**src/rtl/irq_pkg.sv**
```systemverilog
package irq_pkg;
  localparam int NSRC     = 5;
  localparam int NUM_PAIR = 2;
  localparam int VEC_W    = $clog2(NSRC);
  localparam int SER_IDX  = NSRC - 1;
  localparam int REG_W    = 8;
  localparam int GLB_BIT  = REG_W - 1;

  typedef enum logic [VEC_W-1:0] {
    SRC_X0  = 3'd0,
    SRC_T0  = 3'd1,
    SRC_X1  = 3'd2,
    SRC_T1  = 3'd3,
    SRC_SER = 3'd4
  } src_e;

  function automatic logic [VEC_W-1:0] first_set(input logic [NSRC-1:0] m);
    logic [VEC_W-1:0] r;
    r = '0;
    for (int i = NSRC - 1; i >= 0; i--) begin
      if (m[i]) r = VEC_W'(i);
    end
    return r;
  endfunction
endpackage

```
**src/rtl/irq_flag_bank.sv**
```systemverilog
module irq_flag_bank
  import irq_pkg::*;
(
  input  logic                 clk,
  input  logic                 rst,
  input  logic [NUM_PAIR-1:0]  ext_pin,
  input  logic [NUM_PAIR-1:0]  ext_edge,
  input  logic [NUM_PAIR-1:0]  tmr_ovf,
  input  logic                 ser_flag,
  input  logic                 clr_en,
  input  logic [VEC_W-1:0]     clr_vec,
  output logic [NSRC-1:0]      flags
);

  for (genvar g = 0; g < NUM_PAIR; g++) begin : g_pair
    localparam int XB = 2 * g;
    localparam int TB = 2 * g + 1;
    logic pin_q, xflag_q, tflag_q;
    logic xclr, tclr, rise;

    assign xclr = clr_en && (clr_vec == VEC_W'(XB));
    assign tclr = clr_en && (clr_vec == VEC_W'(TB));
    assign rise = ext_pin[g] && !pin_q;

    // external source: level follows pin, edge latches a rising change
    always_ff @(posedge clk) begin
      if (rst) begin
        pin_q   <= 1'b0;
        xflag_q <= 1'b0;
      end else begin
        pin_q <= ext_pin[g];
        if (!ext_edge[g])  xflag_q <= ext_pin[g];
        else if (rise)     xflag_q <= 1'b1;
        else if (xclr)     xflag_q <= 1'b0;
      end
    end

    // timer source: set by strobe, cleared when its vector is taken
    always_ff @(posedge clk) begin
      if (rst)          tflag_q <= 1'b0;
      else if (tmr_ovf[g]) tflag_q <= 1'b1;
      else if (tclr)    tflag_q <= 1'b0;
    end

    assign flags[XB] = xflag_q;
    assign flags[TB] = tflag_q;

    p_level_follows_r11: assert property (@(posedge clk) disable iff (rst)
      (!$past(rst) && !$past(ext_edge[g])) |-> (xflag_q == $past(ext_pin[g])));

    p_ovf_sets_flag_r5: assert property (@(posedge clk) disable iff (rst)
      ($past(tmr_ovf[g]) && !$past(rst)) |-> tflag_q);
  end

  logic sflag_q;
  always_ff @(posedge clk) begin
    if (rst) sflag_q <= 1'b0;
    else     sflag_q <= ser_flag;
  end
  assign flags[SER_IDX] = sflag_q;

endmodule

```
**src/rtl/irq_select.sv**
```systemverilog
module irq_select
  import irq_pkg::*;
(
  input  logic              clk,
  input  logic              rst,
  input  logic [NSRC-1:0]   flags,
  input  logic [NSRC-1:0]   src_en,
  input  logic              glb_en,
  input  logic [NSRC-1:0]   src_hi,
  input  logic [1:0]        svc_nxt,
  output logic              req_q,
  output logic [VEC_W-1:0]  vec_q,
  output logic              lvl_q
);

  logic [NSRC-1:0]  elig, hi_m, lo_m;
  logic             req_d, lvl_d;
  logic [VEC_W-1:0] vec_d;

  assign elig = flags & src_en & {NSRC{glb_en}};
  assign hi_m = elig & src_hi;
  assign lo_m = elig & ~src_hi;

  always_comb begin
    req_d = 1'b0;
    vec_d = '0;
    lvl_d = 1'b0;
    if ((|hi_m) && !svc_nxt[1]) begin
      req_d = 1'b1;
      vec_d = first_set(hi_m);
      lvl_d = 1'b1;
    end else if ((|lo_m) && (svc_nxt == 2'b00)) begin
      req_d = 1'b1;
      vec_d = first_set(lo_m);
    end
  end

  always_ff @(posedge clk) begin
    if (rst) begin
      req_q <= 1'b0;
      vec_q <= '0;
      lvl_q <= 1'b0;
    end else begin
      req_q <= req_d;
      vec_q <= vec_d;
      lvl_q <= lvl_d;
    end
  end

  p_vec_legal_r6: assert property (@(posedge clk) disable iff (rst)
    req_q |-> (vec_q < VEC_W'(NSRC)));

  p_global_gate_r3: assert property (@(posedge clk) disable iff (rst)
    (!glb_en && !$past(glb_en)) |-> !req_q);

endmodule

```
**src/rtl/irq_level_track.sv**
```systemverilog
module irq_level_track (
  input  logic       clk,
  input  logic       rst,
  input  logic       take,
  input  logic       take_lvl,
  input  logic       reti,
  output logic [1:0] svc_q,
  output logic [1:0] svc_nxt
);

  always_comb begin
    svc_nxt = svc_q;
    if (reti) begin
      if (svc_q[1]) svc_nxt[1] = 1'b0;
      else          svc_nxt[0] = 1'b0;
    end
    if (take) svc_nxt[take_lvl] = 1'b1;
  end

  always_ff @(posedge clk) begin
    if (rst) svc_q <= 2'b00;
    else     svc_q <= svc_nxt;
  end

  p_reti_pops_r9: assert property (@(posedge clk) disable iff (rst)
    (reti && !take && (svc_q != 2'b00)) |=>
      ($countones(svc_q) == $countones($past(svc_q)) - 1));

  p_take_marks_r8: assert property (@(posedge clk) disable iff (rst)
    (take && !take_lvl) |=> svc_q[0]);

endmodule

```
**src/rtl/prio_irq_ctrl.sv**
```systemverilog
module prio_irq_ctrl
  import irq_pkg::*;
(
  input  logic             clk,
  input  logic             rst,
  input  logic             cfg_we,
  input  logic             cfg_sel,
  input  logic [7:0]       cfg_wdata,
  output logic [7:0]       ie_view,
  output logic [7:0]       ip_view,
  input  logic [1:0]       ext_pin,
  input  logic [1:0]       ext_edge,
  input  logic [1:0]       tmr_ovf,
  input  logic             ser_flag,
  input  logic             irq_ack,
  input  logic             irq_reti,
  output logic             irq_req,
  output logic [2:0]       irq_vec,
  output logic             irq_lvl,
  output logic [1:0]       svc_lvl,
  output logic             wake
);

  logic [NSRC-1:0] ie_src_q, ip_q;
  logic            glb_q;
  logic [NSRC-1:0] flags;
  logic [1:0]      svc_nxt;
  logic            take;
  logic [NUM_PAIR-1:0] wake_m;

  // configuration registers; unimplemented bits are never stored
  always_ff @(posedge clk) begin
    if (rst) begin
      ie_src_q <= '0;
      glb_q    <= 1'b0;
      ip_q     <= '0;
    end else if (cfg_we) begin
      if (!cfg_sel) begin
        ie_src_q <= cfg_wdata[NSRC-1:0];
        glb_q    <= cfg_wdata[GLB_BIT];
      end else begin
        ip_q <= cfg_wdata[NSRC-1:0];
      end
    end
  end

  assign ie_view = {glb_q, {(REG_W-1-NSRC){1'b0}}, ie_src_q};
  assign ip_view = {{(REG_W-NSRC){1'b0}}, ip_q};

  assign take = irq_ack && irq_req;

  irq_flag_bank u_flags (
    .clk      (clk),
    .rst      (rst),
    .ext_pin  (ext_pin),
    .ext_edge (ext_edge),
    .tmr_ovf  (tmr_ovf),
    .ser_flag (ser_flag),
    .clr_en   (take),
    .clr_vec  (irq_vec),
    .flags    (flags)
  );

  irq_level_track u_track (
    .clk      (clk),
    .rst      (rst),
    .take     (take),
    .take_lvl (irq_lvl),
    .reti     (irq_reti),
    .svc_q    (svc_lvl),
    .svc_nxt  (svc_nxt)
  );

  irq_select u_sel (
    .clk     (clk),
    .rst     (rst),
    .flags   (flags),
    .src_en  (ie_src_q),
    .glb_en  (glb_q),
    .src_hi  (ip_q),
    .svc_nxt (svc_nxt),
    .req_q   (irq_req),
    .vec_q   (irq_vec),
    .lvl_q   (irq_lvl)
  );

  // wake path is purely combinational so it works with the clock stopped
  for (genvar g = 0; g < NUM_PAIR; g++) begin : g_wake
    assign wake_m[g] = ext_pin[g] && !ext_edge[g] && ie_src_q[2*g];
  end
  assign wake = glb_q && (|wake_m);

  p_high_blocks_all_r8: assert property (@(posedge clk) disable iff (rst)
    irq_req |-> !svc_lvl[1]);

  p_low_blocks_low_r8: assert property (@(posedge clk) disable iff (rst)
    (irq_req && !irq_lvl) |-> !svc_lvl[0]);

endmodule

```
**config.mk**
```make
export PLATFORM = sky130hd
export DESIGN_NAME = prio_irq_ctrl
export DESIGN_NICKNAME = d
export VERILOG_FILES = /design/src/rtl/irq_pkg.sv /design/src/rtl/irq_flag_bank.sv /design/src/rtl/irq_select.sv /design/src/rtl/irq_level_track.sv /design/src/rtl/prio_irq_ctrl.sv
export SDC_FILE = /design/constraint.sdc
export NUM_CORES = 1
export LEC_CHECK = 0
export BUFFER_PORTS_ARGS = -buffer_cell sky130_fd_sc_hd__buf_4
export CAP_MARGIN = 0
export CORE_MARGIN = 1
export CORE_UTILIZATION = 50
export DETAILED_ROUTE_END_ITERATION = 7
export PLACE_DENSITY = 0.82
export SYNTH_ARGS = -nofsm -noshare
export SYNTH_HDL_FRONTEND = slang
export SYNTH_SLANG_ARGS = --single-unit
```
**constraint.sdc**
```tcl
create_clock -name clk -period 3.5 [get_ports clk]
set_clock_uncertainty 0.15 [all_clocks]
set_input_delay 0.35 -clock clk [delete_from_list [all_inputs] [get_ports clk]]
set_output_delay 0.35 -clock clk [all_outputs]
set_load 0.005 [all_outputs]
```
# ---- Word-level counts from Yosys, hierarchy flattened
# Cells that the tools add are included.
dict set report word_totals {
  input_bits 21
  ff_bits 25
  output_inout_bits 24
  word_cells 87
}
dict set report op_classes {
  bitwise 7
  n_mux 30
  n_eq_ne 5
  magnitude_cmp 2
  reduce_logical 29
}
# op n
set ops {}
lappend ops {{3-bit 2-to-1 mux} 12}
lappend ops {{5-bit AND} 4}
lappend ops {{1-bit logical AND} 15}
lappend ops {{1-bit 2-to-1 mux} 15}
lappend ops {{5-bit OR reduction} 2}
lappend ops {{3-bit by 2-bit == test with 1-bit output (second input constant)} 2}
lappend ops {{3-bit by 1-bit != test with 1-bit output (second input constant)} 2}
lappend ops {{1-bit zero test} 5}
lappend ops {{5-bit inverter} 1}
lappend ops {{2-bit 2-to-1 mux} 2}
lappend ops {{2-bit AND reduction} 2}
lappend ops {{2-bit nonzero test} 2}
lappend ops {{3-bit by 1-bit == test with 1-bit output (second input constant)} 1}
lappend ops {{3-bit zero test} 1}
lappend ops {{2-bit zero test} 1}
lappend ops {{1-bit by 2-bit less-than comparator with 1-bit output (second input constant)} 1}
lappend ops {{2-bit bitwise OR} 1}
lappend ops {{2-bit OR reduction} 1}
lappend ops {{1-bit demux with 1-bit select} 1}
lappend ops {{1-bit greater-or-equal comparator (second input constant)} 1}
lappend ops {{1-bit inverter} 1}

# ---- Longest topological paths before layout
# Gate-level depths: netlist (run 1).
dict set report depth {
  ltp_word 10
  depth_mapped 6
  ltp_nobuf 5
}

# ---- Modules after synthesis
# From an unflattened synthesis (run 1), not the netlist that was laid out.
dict set report unflattened {
  hier_cells 137
  area_unflattened_um2 1327.5
}
# mod instances cells_each seq_area_each_um2 area_each_um2
set by_module_without_submodules {}
lappend by_module_without_submodules {prio_irq_ctrl 1 56 220.2 563.0}
lappend by_module_without_submodules {irq_select 1 39 100.1 357.8}
lappend by_module_without_submodules {irq_flag_bank 1 30 140.1 304.0}
lappend by_module_without_submodules {irq_level_track 1 12 40.0 102.6}

# ---- Worst setup path before layout (run 1)
# Ideal clock, no wire load.
dict set report synth_path {
  path_kind {in2reg}
  startpoint {input port irq_reti}
  endpoint {register u_sel.vec_q[1]}
  n_path_buf 0
  stages 5
  setup_time_ns 0.073
  required_ns 3.277
  path_slack_ns 2.102
  arrival_time_ns 1.175
  cell_sequence {inv_1 > maj3_2 > a211oi_4 > nand3b_2 > o22ai_2}
}
dict set report synth_between {
  elab_chain_len 7
  elab_cells_between_ends 9
  classes_between {mux: 4; bitwise: 1; reduce/logical: 4}
}
# element line
set synth_lines {}
lappend synth_lines {{start: declaration} prio_irq_ctrl.sv:16} ;# input logic irq_reti,
lappend synth_lines {{2-bit 2-to-1 mux (*)} irq_level_track.sv:13} ;# if (reti) begin
lappend synth_lines {{2-bit bitwise OR (no line)} -}
lappend synth_lines {{2-bit 2-to-1 mux (*)} irq_level_track.sv:17} ;# if (take) svc_nxt[take_lvl] = 1'b1;
lappend synth_lines {{2-bit zero test} irq_select.sv:32} ;# end else if ((|lo_m) && (svc_nxt == 2'b00)) begin
lappend synth_lines {{1-bit logical AND} irq_select.sv:32}
lappend synth_lines {{3-bit 2-to-1 mux} irq_select.sv:32}
lappend synth_lines {{3-bit 2-to-1 mux (*)} irq_select.sv:28} ;# if ((|hi_m) && !svc_nxt[1]) begin
lappend synth_lines {{end signal: assignment} irq_select.sv:45} ;# vec_q <= vec_d;
lappend synth_lines {{end: declaration} irq_select.sv:12} ;# output logic [VEC_W-1:0] vec_q,
# Mark *: on every way between the ends. The rest lies on a longest branch, timed or not.
# A chain may end at the register's enable or synchronous reset.

# ---- Worst setup path after layout (run 1)
dict set report layout_path {
  startpoint {register glb_q}
  endpoint {output port wake}
}
dict set report layout_between {
  elab_chain_len 1
}
# element line
set layout_lines {}
lappend layout_lines {{start: declaration} prio_irq_ctrl.sv:25} ;# logic glb_q;
lappend layout_lines {{start signal: assignment} prio_irq_ctrl.sv:40} ;# glb_q <= cfg_wdata[GLB_BIT];
lappend layout_lines {{1-bit logical AND} prio_irq_ctrl.sv:91} ;# assign wake = glb_q && (|wake_m);
lappend layout_lines {{end: declaration} prio_irq_ctrl.sv:21} ;# output logic wake
# No other way between the ends.

==> results of run 1 <==
[cells in the final DEF, fill, tap and decap left out, types with 4 or more instances in the layout]
| cell | count |
|---|---|
| o21ai_0 | 5 |
| dfxtp_1 | 25 |
| conb_1 | 5 |
| nand3_1 | 11 |
| nand3b_1 | 4 |
| a21oi_1 | 8 |
| nor2_1 | 17 |
| nand4_1 | 5 |
| mux2i_1 | 6 |
| buf_4 | 37 |
| nand2_1 | 11 |
| nor2b_1 | 4 |
[flip-flops by register name, summed over array words and instances (netlist names), 2 cells and up]
register                flops
u_flags.g_pair.tflag_q      2
u_sel.vec_q                 3
u_flags.g_pair.pin_q        2
u_track.svc_q               2
u_flags.g_pair.xflag_q      2
ie_src_q                    5
ip_q                        5
[where the power goes]
part / internal (W) / switching, W / total, W
sequential: 0.000296 / 0.0000120 / 0.000308
clock: 0.0000446 / 0.0000815 / 0.000126
combinational: 0.0000324 / 0.0000272 / 0.0000596
total: 0.000373 / 0.000121 / 0.000494
[how the worst min path moves through the flow]
stage,start,to,slack (ns),cells past startpoint
after CTS,ser_flag,u_flags.sflag_q,0.08,2
after floorplan,rst,u_flags.g_pair[1].pin_q,0.28,1
after global placement,u_flags.g_pair[1].pin_q,u_flags.g_pair[1].xflag_q,0.31,2
after detailed placement,u_flags.g_pair[1].pin_q,u_flags.g_pair[1].xflag_q,0.32,2
after global routing,ser_flag,u_flags.sflag_q,0.06,2
final,ser_flag,u_flags.sflag_q,0.08,2
[cells by family (layout without fill, tap and decap cells)]
kind of cell             after synthesis  after routing  synth area share, %
adder cells (fa/ha/maj)                1              1                1.002
multiplexers                           6              6                5.345
flip-flops                            25             25                44.54
AO/OA/AOI/OAI                         25             25                16.15
AND/OR/NAND/NOR                       58             58                26.06
other                                  1              5               0.3338
buffers and inverters                 13             44                6.570
[metal layers]
layer	global-route usage (%)	up-vias	share of wire (%)
li1	-	519	-
met1	26.78	479	45
met2	37.44	29	49
met3	3.738	5	3.5
met4	10.00	0	1.8
met5	0	-	0
[critical path, stage by stage, from the launching register on]
cell,delay [ns]
dfxtp_1,0.55
a21boi_0,0.23
buf_4,0.14
[layout make-up]
class / count / area share (%)
inverters: 3 / 0.7965
flip-flops and latches: 25 / 35.40
clock buffers: 4 / 1.858
repair buffers: 37 / 19.65
well taps: 27 / 2.389
multi-input cells: 95 / 39.91
[metrics by stage]
step	power [W]	area [µm²]	hold WS [ns]	std cells	util, %
after floorplan	0.0003423	1139	0.2836	133	-
after detailed placement	0.0003728	1388	0.3250	187	67.95
final	0.0004938	1414	0.07986	191	69.24
after global placement	0.0003702	1388	0.3074	187	67.95
after CTS	0.0004972	1414	0.07676	191	69.24
after global routing	0.0005200	1414	0.06028	191	69.24
==> summary.txt, run 1 <==
Route
  • ANT nets after route: 0
  • Detailed Routing Iterations Pass 1: 4
  • # DRC: 0
  • Post-DR vias/cell: 5.403
  • Vias: 1032
  • Routed wire length: 2.423 mm
  • DR WL/cell: 12.69 µm
  • Iter 0 DRT Violations: 9

Yosys
  • Async set-reset flop share out of synthesis: 0%
  • Flops & latches, synth: 25
  • Synth warnings: 0
  • Top post-synthesis cells by count: dfxtp_1 (25), nor2_1 (17), nand2_1 (11), nand3_1 (11), a21oi_1 (8)
  • Post-synth EDFFs: 0
  • Register area share after synthesis: 44.54%
  • Netlist Area Pre-Place: 1124 µm²
  • Area contributors post-synth: dfxtp_1 (45%), nor2_1 (5.7%), mux2i_1 (5.3%), nand3_1 (4.9%), buf_4 (4.0%)
  • Cell accounting for the most synthesized area: dfxtp_1
  • Share of the synthesized area in the top cell type: 44.54%
  • Synth Flop Type: dfxtp_1
  • Synth Instances: 129
  • Synth cell types: 30
  • Mapped Avg Cell Area: 8.710 µm²
  • Count leader, synth: dfxtp_1

Setup path
  • Worst Path Arrival: 1.23 ns
  • Reg2reg end: u_sel.vec_q[2]
  • Crit-path max FO: 12
  • R2R Path Start: glb_q
  • Crit path to: wake
  • CP Capture Type: output port
  • CP Class: reg2out
  • Critical Path Start: glb_q
  • Required arrival time at the worst endpoint: 3.00 ns
  • Setup slack, reg-to-reg: 1.95 ns
  • R2r worst-path depth: 5
  • Critical path launch point type: register

STA
  • Max Clk Rate: 578.5 MHz
  • Sum Neg Setup Slack: 0 ns
  • Fin worst setup slack: 1.771 ns
  • Slew headroom: 53.85%
  • Crit path time final: 1.729 ns
  • RSZ-0062 raised after global routing: false
  • Final period util: 49.39%
  • Fin. Hold Viols: 0
  • Setup violators final: 0
  • Final Max Slew Viols: 0
  • Worst Tran Pin Value: 0.6908 ns

Floorplanning
  • Starting Density: 55.02%
  • Die area: 2441 µm²
  • I/O pins: 45
  • Core Box Area: 2042 µm²
  • Chip height: 49.41 µm
  • DIE WIDTH: 49.41 µm
  • Row cnt: 16

Clock tree
  • H-tree levels: 1
  • Max Buffers Root-to-Sink: 2
  • CTS sink cnt: 25
  • Clock Tree Root: clkbuf_4
  • Worst-path clk slew: 0.13 ns
  • Post-CTS Setup Bufs: 0
  • CTS buffer count: 3
  • CTS tree: done
  • CTS-repair resized insts: 0
  • CTS Hold Buffers Added: 0
  • Clock latency at the later pin of the worst-skew pair: 0.32 ns

Hold path
  • Hold crit path type: in2reg

Power
  • Power Dens Cells: 349.3 nW/µm²
  • VDD IR-drop max: 0.0002298 V
  • Static Leak: 0.5959 nW

Global route
  • GRT overflow: 0
  • Global-route wire length before repair: 3.981 mm
  • All-Layer GR Usage: 21.96%
  • Vias in the first global route: 897
  • Largest net degree at the start of global routing: 26
  • Antenna violations before repair: 0

Placed design
  • Post-detail-place hpwl: 1.838 mm
  • I/O Buffers: 37
  • Pre-CTS setup slack: 1.862 ns
  • Gpl congestion: 0.8070

Final layout
  • Layout cells sized above 1: 28.66%
  • Ant diodes: 0
  • FF+latch area: 500.5 µm²
  • Multi-input logic area: 564.3 µm²
  • Area Growth Syn to Fin: 25.84%
  • Fill count: 181
  • Nets@finish: 186

Run
  • Max cap viols: 0

Run status
  • Status: finished clean
(Power assumes the default switching activity.)
==> inputs of run 2 (changes only) <==
Settings changed: ABC_AREA set to 1, CORE_UTILIZATION 50 to 43, PLACE_DENSITY 0.82 to 0.74.
Clock period 3.5 ns to 1.43 ns, I/O delays scaled along.
==> run 2 against run 1 <==
The flow now finishes with violations (negative setup slack). Core utilization rose by 2.0 points. Clock power rose to 2.6 times the previous value. Count of clock-buffer cells in the layout did not move. Sequential cell count did not move. Critical path type is now reg2reg. Largest power group unchanged.
==> summary.txt, run 2 <==
STA
  • Fin. Hold Viols: 0 (unchanged)
  • Crit path time final: 1.470 ns
  • Final Max Slew Viols: 0 (unchanged)
  • Max Clk Rate: 680.4 MHz
  • Fin worst setup slack: -0.03981 ns (-1.811 ns)
  • RSZ-0062 raised after global routing: true
  • Final period util: 102.8%
  • Setup violators final: 3 (+3)

Yosys
  • Register area share after synthesis: 41.80% (-2.7 points)
  • Cell accounting for the most synthesized area: dfxtp_1
  • Async set-reset flop share out of synthesis: 0% (unchanged)
  • Count leader, synth: nor2_1
  • Synth warnings: 0 (unchanged)
  • Fraction of synthesized cell area in xor and xnor cells: 0% (unchanged)
  • Synth Flop Type: dfxtp_1
  • Mapped Avg Cell Area: 7.346 µm² (-16%)
  • Synth cell types: 23 (-23%)
  • Complex-gate fraction of the synthesized area: 12.33% (-3.8 points)
  • Simple-Gate Fraction of Synth Area: 34.27% (+8.2 points)
  • Post-synthesis adder-cell area fraction: 0% (-1.0 points)
  • Flops & latches, synth: 25 (unchanged)
  • Post-synth EDFFs: 0 (unchanged)
  • Synth Instances: 163 (+26%)
  • Netlist Area Pre-Place: 1197 µm² (+6.6%)
  • Share of the synthesized area in the top cell type: 41.80% (-2.7 points)
  • Mux cell area share after synthesis: 0% (-5.3 points)
  • Top post-synthesis cells by count: nor2_1 (31), dfxtp_1 (25), inv_1 (19)
  • Main combinational cell family by area after synthesis: simple AND/OR/NAND/NOR gates
  • Area contributors post-synth: dfxtp_1 (42%), nor2_1 (9.7%), inv_1 (6.0%), o21ai_0 (5.9%), nor2_2 (5.2%)

Clock tree
  • H-tree levels: 1 (unchanged)
  • Worst-path clk slew: 0.13 ns (about the same)
  • Max Buffers Root-to-Sink: 2 (unchanged)
  • CTS buffer count: 3 (unchanged)
  • Clock Tree Root: clkbuf_4
  • Clock latency at the later pin of the worst-skew pair: 0.33 ns (about the same)
  • CTS sink cnt: 25 (unchanged)
  • CTS tree: done

Hold path
  • Hold Crit Start: rst
  • Worst Hold Path EP: u_sel.vec_q[2]
  • Worst Hold Depth: 3 (+1)
  • Hold crit path type: in2reg

Final layout
  • Nets@finish: 246 (+32%)
  • Fill count: 201 (+11%)
  • Area Growth Syn to Fin: 51.41%
  • Largest regs: ie_src_q: 5 flops, ip_q: 5 flops, u_sel.vec_q: 3 flops
  • Utilization after layout: 71.24% (+2.0 points)
  • Layout cells sized above 1: 36.61% (+7.9 points)
  • Ant diodes: 0 (unchanged)
  • FF+latch area: 504.2 µm² (+0.75%)
  • Most common cell after layout, fill and taps aside: buf_4
  • Multi-input logic area: 658.1 µm² (+17%)
  • Most frequent cells in the layout: buf_4 (43), nor2_1 (25), dfxtp_1 (22), inv_1 (19), dlygate4sd3_1 (17)

Route
  • # DRC: 0 (unchanged)
  • Routed wire length: 3.123 mm (+29%)
  • Vias: 1272 (+23%)
  • Post-DR vias/cell: 5.008 (-7.3%)
  • DR WL/cell: 12.30 µm (-3.1%)
  • Detailed Routing Iterations Pass 1: 4 (unchanged)
  • ANT nets after route: 0 (unchanged)
  • Iter 0 DRT Violations: 21 (+12)

Setup path
  • Cell chain of the critical path: buf_6 > buf_6 > nand3_4 > nor2_2 > nor2_2 > nand2_2 > nor2_4 > nor2_2 > nand3_1 > nand2_1
  • Critical path launch point type: register
  • Reg2reg end: u_sel.vec_q[0]
  • CP Capture Type: register
  • Critical Path Start: glb_q
  • Critical Path Max Stage Delay: 0.35 ns (-0.20 ns)
  • Setup slack, reg-to-reg: -0.04 ns (-1.99 ns)
  • CP dominant cell by count: nor2_2
  • CP Class: reg2reg
  • Worst Path Arrival: 1.56 ns (+0.33 ns)
  • Required arrival time at the worst endpoint: 1.52 ns (-1.48 ns)
  • Crit-path max FO: 3 (-9)
  • Critical Path Slowest Stage Cell: dfxtp_2
  • R2r worst-path depth: 10 (+5)
  • R2R Path Start: glb_q

Run status
  • Status: finished, violations left
  • Failing checks: negative setup slack

Run
  • Max cap viols: 0 (unchanged)

Placed design
  • Gpl congestion: 0.8354 (+3.5%)
  • Pre-CTS setup slack: 0.04159 ns (-1.820 ns)
  • I/O Buffers: 37 (unchanged)
  • Post-detail-place hpwl: 2.007 mm (+9.2%)

Power
  • NetSw: 0.0003508 W (+190%)
  • Combinational fraction of design power: 17.3% (+5.2 points)
  • Clk pwr share: 24.4% (-1.1 points)
  • Static Leak: 0.8124 nW (+36%)
  • Cell Int Power: 0.0009692 W (+160%)
  • Sw Share: 26.58% (+2.1 points)
  • VDD IR-drop max: 0.0007409 V (+220%)
  • Power Dens Cells: 728.1 nW/µm² (+110%)
  • Sequential power share: 58.3% (-4.1 points)

Global route
  • GRT overflow: 0 (unchanged)
  • Global-route wire length before repair: 4.623 mm (+16%)
  • Antenna violations before repair: 0 (unchanged)
  • Largest net degree at the start of global routing: 14 (-46%)
  • All-Layer GR Usage: 21.45% (-0.51 points)
  • Vias in the first global route: 1146 (+28%)

Floorplanning
  • DIE WIDTH: 54.77 µm (+11%)
  • Starting Density: 47.05% (-8.0 points)
  • I/O pins: 45 (unchanged)
  • Row cnt: 18 (+2)
  • Die area: 3000 µm² (+23%)
  • Chip height: 54.77 µm (+11%)
  • Core Box Area: 2545 µm² (+25%)
[run 2: per-layer routing]
metal	up-vias	global-route usage (%)	part of all wire, %
li1	636	-	-
met1	576	25.38	42
met2	54	37.95	49
met3	6	3.333	6.1
met4	0	8.547	2.3
met5	-	0	0
[run 2: kinds of logic after synthesis]
family,after synthesis
AND/OR/NAND/NOR,81
AO/OA/AOI/OAI,28
buffers and inverters,28
flip-flops,25
other,1
[run 2: critical path, delay by kind of cell (launching register included)]
family,cells,cell delay [ns]
flip-flops,1,0.35
buffers and inverters,2,0.24
AND/OR/NAND/NOR,8,0.65
[run 2: repair_timing]
action | CTS | global route
setup endpoints to repair | 2 | 11
pin swaps | 7 | 11
hold buffers | 17 | 0
gates resized for setup | 7 | 17
hold endpoints to repair | 19 | 0
gates cloned | 0 | 0
buffers inserted | 6 | 0
[run 2: how the worst max path moves through the flow]
stage / depth (start not counted) / endpoint / slack, ns
after floorplan: 9 / u_sel.vec_q[0] / 0.18
after global placement: 9 / u_sel.vec_q[0] / 0.07
after detailed placement: 9 / u_sel.vec_q[0] / 0.04
after CTS: 4 / wake / -0.07
after global routing: 7 / u_sel.vec_q[0] / -0.18
final: 10 / u_sel.vec_q[0] / -0.04
[run 2: power groups by stage]
stage	clock [W]	sequential, W	combinational, W
floorplan	0	0.000773	0.0000872
global placement	0	0.000777	0.000165
detailed placement	0	0.000779	0.000170
CTS	0.000329	0.000766	0.000218
global route	0.000352	0.000775	0.000253
finish	0.000322	0.000770	0.000228
[run 2: area by class of cell]
cell class | count | area share, %
Timing Repair Buffer | 62 | 28.43
Multi-Input combinational cell | 114 | 36.30
Clock buffer | 4 | 1.449
Tap cell | 30 | 2.070
Inverter | 19 | 3.934
Sequential cell | 25 | 27.81
[run 2: per-stage QoR]
| stage | cells | power [W] | setup TNS, ns | instance area, µm² | hold slack [ns] |
|---|---|---|---|---|---|
| after detailed placement | 228 | 0.0009490 | 0 | 1486 | 0.2041 |
| after floorplan | 167 | 0.0008598 | 0 | 1212 | 0.06210 |
| after global routing | 254 | 0.001380 | -0.4470 | 1813 | 0.02685 |
| after CTS | 254 | 0.001312 | -0.1199 | 1744 | 0.01709 |
| final | 254 | 0.001320 | -0.07743 | 1813 | 0.01669 |
| after global placement | 228 | 0.0009424 | 0 | 1486 | 0.1996 |
==> inputs of run 3 (changes only) <==
Settings changed: SETUP_SLACK_MARGIN set to 0.2.
==> run 3 against run 2 <==
The flow finishes with violations (negative hold slack, negative setup slack). Maximum frequency up 1.1%. Global-route usage is essentially flat. Design area shrank 0.90%. Cell count fell by 1.2%. Total power shrank 0.45%. Sequential share of layout area up 0.25 points. Die area unchanged. Sequential power hardly changed. Routed wire length decreased by 4.0%. Clock power shrank 3%. Non-clock buffer count is 3 lower. Critical endpoint is now wake. Largest cell class unchanged.
==> summary.txt, run 3 (synthesis gave the netlist of run 2 again) <==
STA
  • Crit path time final: 1.454 ns (-0.01622 ns)
  • Fin worst setup slack: -0.02359 ns (+0.01622 ns)
  • Max Clk Rate: 688.0 MHz (+1.1%)
  • Final Max Slew Viols: 0 (unchanged)
  • WHS: -0.04581 ns (-0.06249 ns)
  • Fin. Hold Viols: 1 (+1)
  • Setup violators final: 4 (+1)
  • RSZ-0062 raised after global routing: true
  • Final period util: 101.6% (-1.1 points)

Setup path
  • Crit-path max FO: 3 (unchanged)
  • CP top delay family: flip-flops
  • Required arrival time at the worst endpoint: 1.14 ns (-0.38 ns)
  • Critical path launch point type: register
  • CP Capture Type: output port
  • Cell chain of the critical path: buf_6 > nand2_2 > o31ai_2 > buf_4
  • Critical path buffers and inverters: 2 (unchanged)
  • Worst Path Arrival: 1.16 ns (-0.40 ns)
  • CP Class: reg2out
  • Critical Path Max Stage Delay: 0.37 ns (+0.02 ns)
  • Critical Path Slowest Stage Cell: dfxtp_2

Power
  • Combinational fraction of design power: 17.5% (+0.2 points)
  • Static Leak: 0.7957 nW (-2.1%)
  • Power Dens Cells: 731.4 nW/µm² (+0.45%)
  • NetSw: 0.0003439 W (-2.0%)
  • Cell Int Power: 0.0009701 W (about the same)
  • Sequential power share: 58.8% (+0.5 points)
  • Clk pwr share: 23.8% (-0.6 points)
  • Sw Share: 26.17% (-0.40 points)
  • Design Power: 0.001314 W (-0.45%)
  • VDD IR-drop max: 0.0007051 V (-4.8%)

Route
  • DR WL/cell: 11.95 µm (-2.8%)
  • Detailed Routing Iterations Pass 1: 4 (unchanged)
  • Vias: 1258 (-1.1%)
  • Routed wire length: 2.999 mm (-4.0%)
  • ANT nets after route: 0 (unchanged)
  • Post-DR vias/cell: 5.012 (about the same)
  • Iter 0 DRT Violations: 22 (+4.8%)
  • # DRC: 0 (unchanged)

Global route
  • All-Layer GR Usage: 21.46% (about the same)
  • Global-route wire length before repair: 4.609 mm (-0.30%)
  • GRT overflow: 0 (unchanged)
  • Vias in the first global route: 1158 (+1.0%)
  • Antenna violations before repair: 0 (unchanged)
  • Largest net degree at the start of global routing: 14 (unchanged)

Run status
  • Failing checks: negative hold slack, negative setup slack
  • Status: finished, violations left

Floorplanning
  • Chip height: 54.77 µm (unchanged)
  • Row cnt: 18 (unchanged)
  • I/O pins: 45 (unchanged)
  • Core Box Area: 2545 µm² (unchanged)
  • DIE WIDTH: 54.77 µm (unchanged)
  • Die area: 3000 µm² (unchanged)
  • Starting Density: 47.05% (unchanged)

Final layout
  • FF+latch area: 504.2 µm² (unchanged)
  • Layout cells sized above 1: 36.65% (+0.044 points)
  • Area Growth Syn to Fin: 50.05%
  • Most frequent cells in the layout: buf_4 (39), nor2_1 (24), dfxtp_1 (22), inv_1 (19), dlygate4sd3_1 (15)
  • Largest regs: ie_src_q: 5 flops, ip_q: 5 flops, u_sel.vec_q: 3 flops
  • Multi-input logic area: 658.1 µm² (unchanged)
  • Ant diodes: 0 (unchanged)
  • Fill count: 209 (+4.0%)
  • Most common cell after layout, fill and taps aside: buf_4
  • Nets@finish: 243 (-1.2%)

Clock tree
  • CTS sink cnt: 25 (unchanged)
  • Clock Tree Root: clkbuf_4
  • CTS Hold Buffers Added: 15 (-2)
  • H-tree levels: 1 (unchanged)
  • CTS buffer count: 3 (unchanged)
  • Worst-path clk slew: 0.13 ns (about the same)
  • Max Buffers Root-to-Sink: 2 (unchanged)
  • Clock latency at the later pin of the worst-skew pair: 0.32 ns (about the same)
  • CTS tree: done

Placed design
  • I/O Buffers: 37 (unchanged)
  • Post-detail-place hpwl: 2.004 mm (-0.16%)
  • Pre-CTS setup slack: 0.05730 ns (+0.01570 ns)
  • Gpl congestion: 0.8385 (+0.37%)

Run
  • Max cap viols: 0 (unchanged)

Hold path
  • Hold crit path type: in2reg
## run 3: changes by cell type in the layout (fill, tap and decap cells not counted), sizes merged
| cell | before | now |
|---|---|---|
| buf | 45 | 44 |
| dlygate4sd3 | 17 | 15 |
## run 3: final timing paths
path | end | start | slack (ns) | cells past startpoint
hold / removal | u_track.svc_q[0] | irq_reti | -0.05 | 4
setup / recovery | wake | glb_q | -0.02 | 4
hold reg to reg | u_track.svc_q[0] | u_track.svc_q[0] | 0.35 | 2
setup reg to reg | u_sel.vec_q[1] | glb_q | -0.02 | 10
## run 3: per-layer routing
layer	share of wire, %	track usage, %
met1	43	24.58
met3	5.7	2.778
met5	0	0
met2	50	39.96
met4	2.1	7.265
## run 3: metrics by stage
step,utilization [%],TNS [ns],cells,area [µm²]
2_1_floorplan,-,0,167,1212
3_3_place_gp,58.41,0,228,1486
3_5_place_dp,58.41,0,228,1486
4_1_cts,67.40,-0.1683,250,1715
5_1_grt,70.60,-0.3784,251,1797
6_report,70.60,-0.07064,251,1797
## run 3: power groups by stage
stage	Clock [W]	Combinational (W)	Sequential, W
floorplan	0	0.0000872	0.000773
global placement	0	0.000165	0.000777
detailed placement	0	0.000170	0.000778
CTS	0.000315	0.000214	0.000765
global route	0.000343	0.000253	0.000776
finish	0.000312	0.000229	0.000772
## run 3: area by class of cell
| cell class | count | share of cell area, % |
|---|---|---|
| multi-input cells | 114 | 36.63 |
| repair buffers | 59 | 27.79 |
| well taps | 30 | 2.089 |
| inverters | 19 | 3.969 |
| flip-flops and latches | 25 | 28.06 |
| clock buffers | 4 | 1.462 |
## run 3: tightest hold or removal path, cell delays in order
cell and delay (ns):
buf_4 0.08, nand2_1 0.04, nand2_1 0.06, a21oi_1 0.06
## run 3: timing repair
action / CTS / global route
resized for setup: 8 / 19
setup buffers: 3 / 1
pin swaps: 5 / 7
gates cloned: 0 / 0
hold endpoints to repair: 19 / 1
endpoints found under the setup margin: 6 / 12
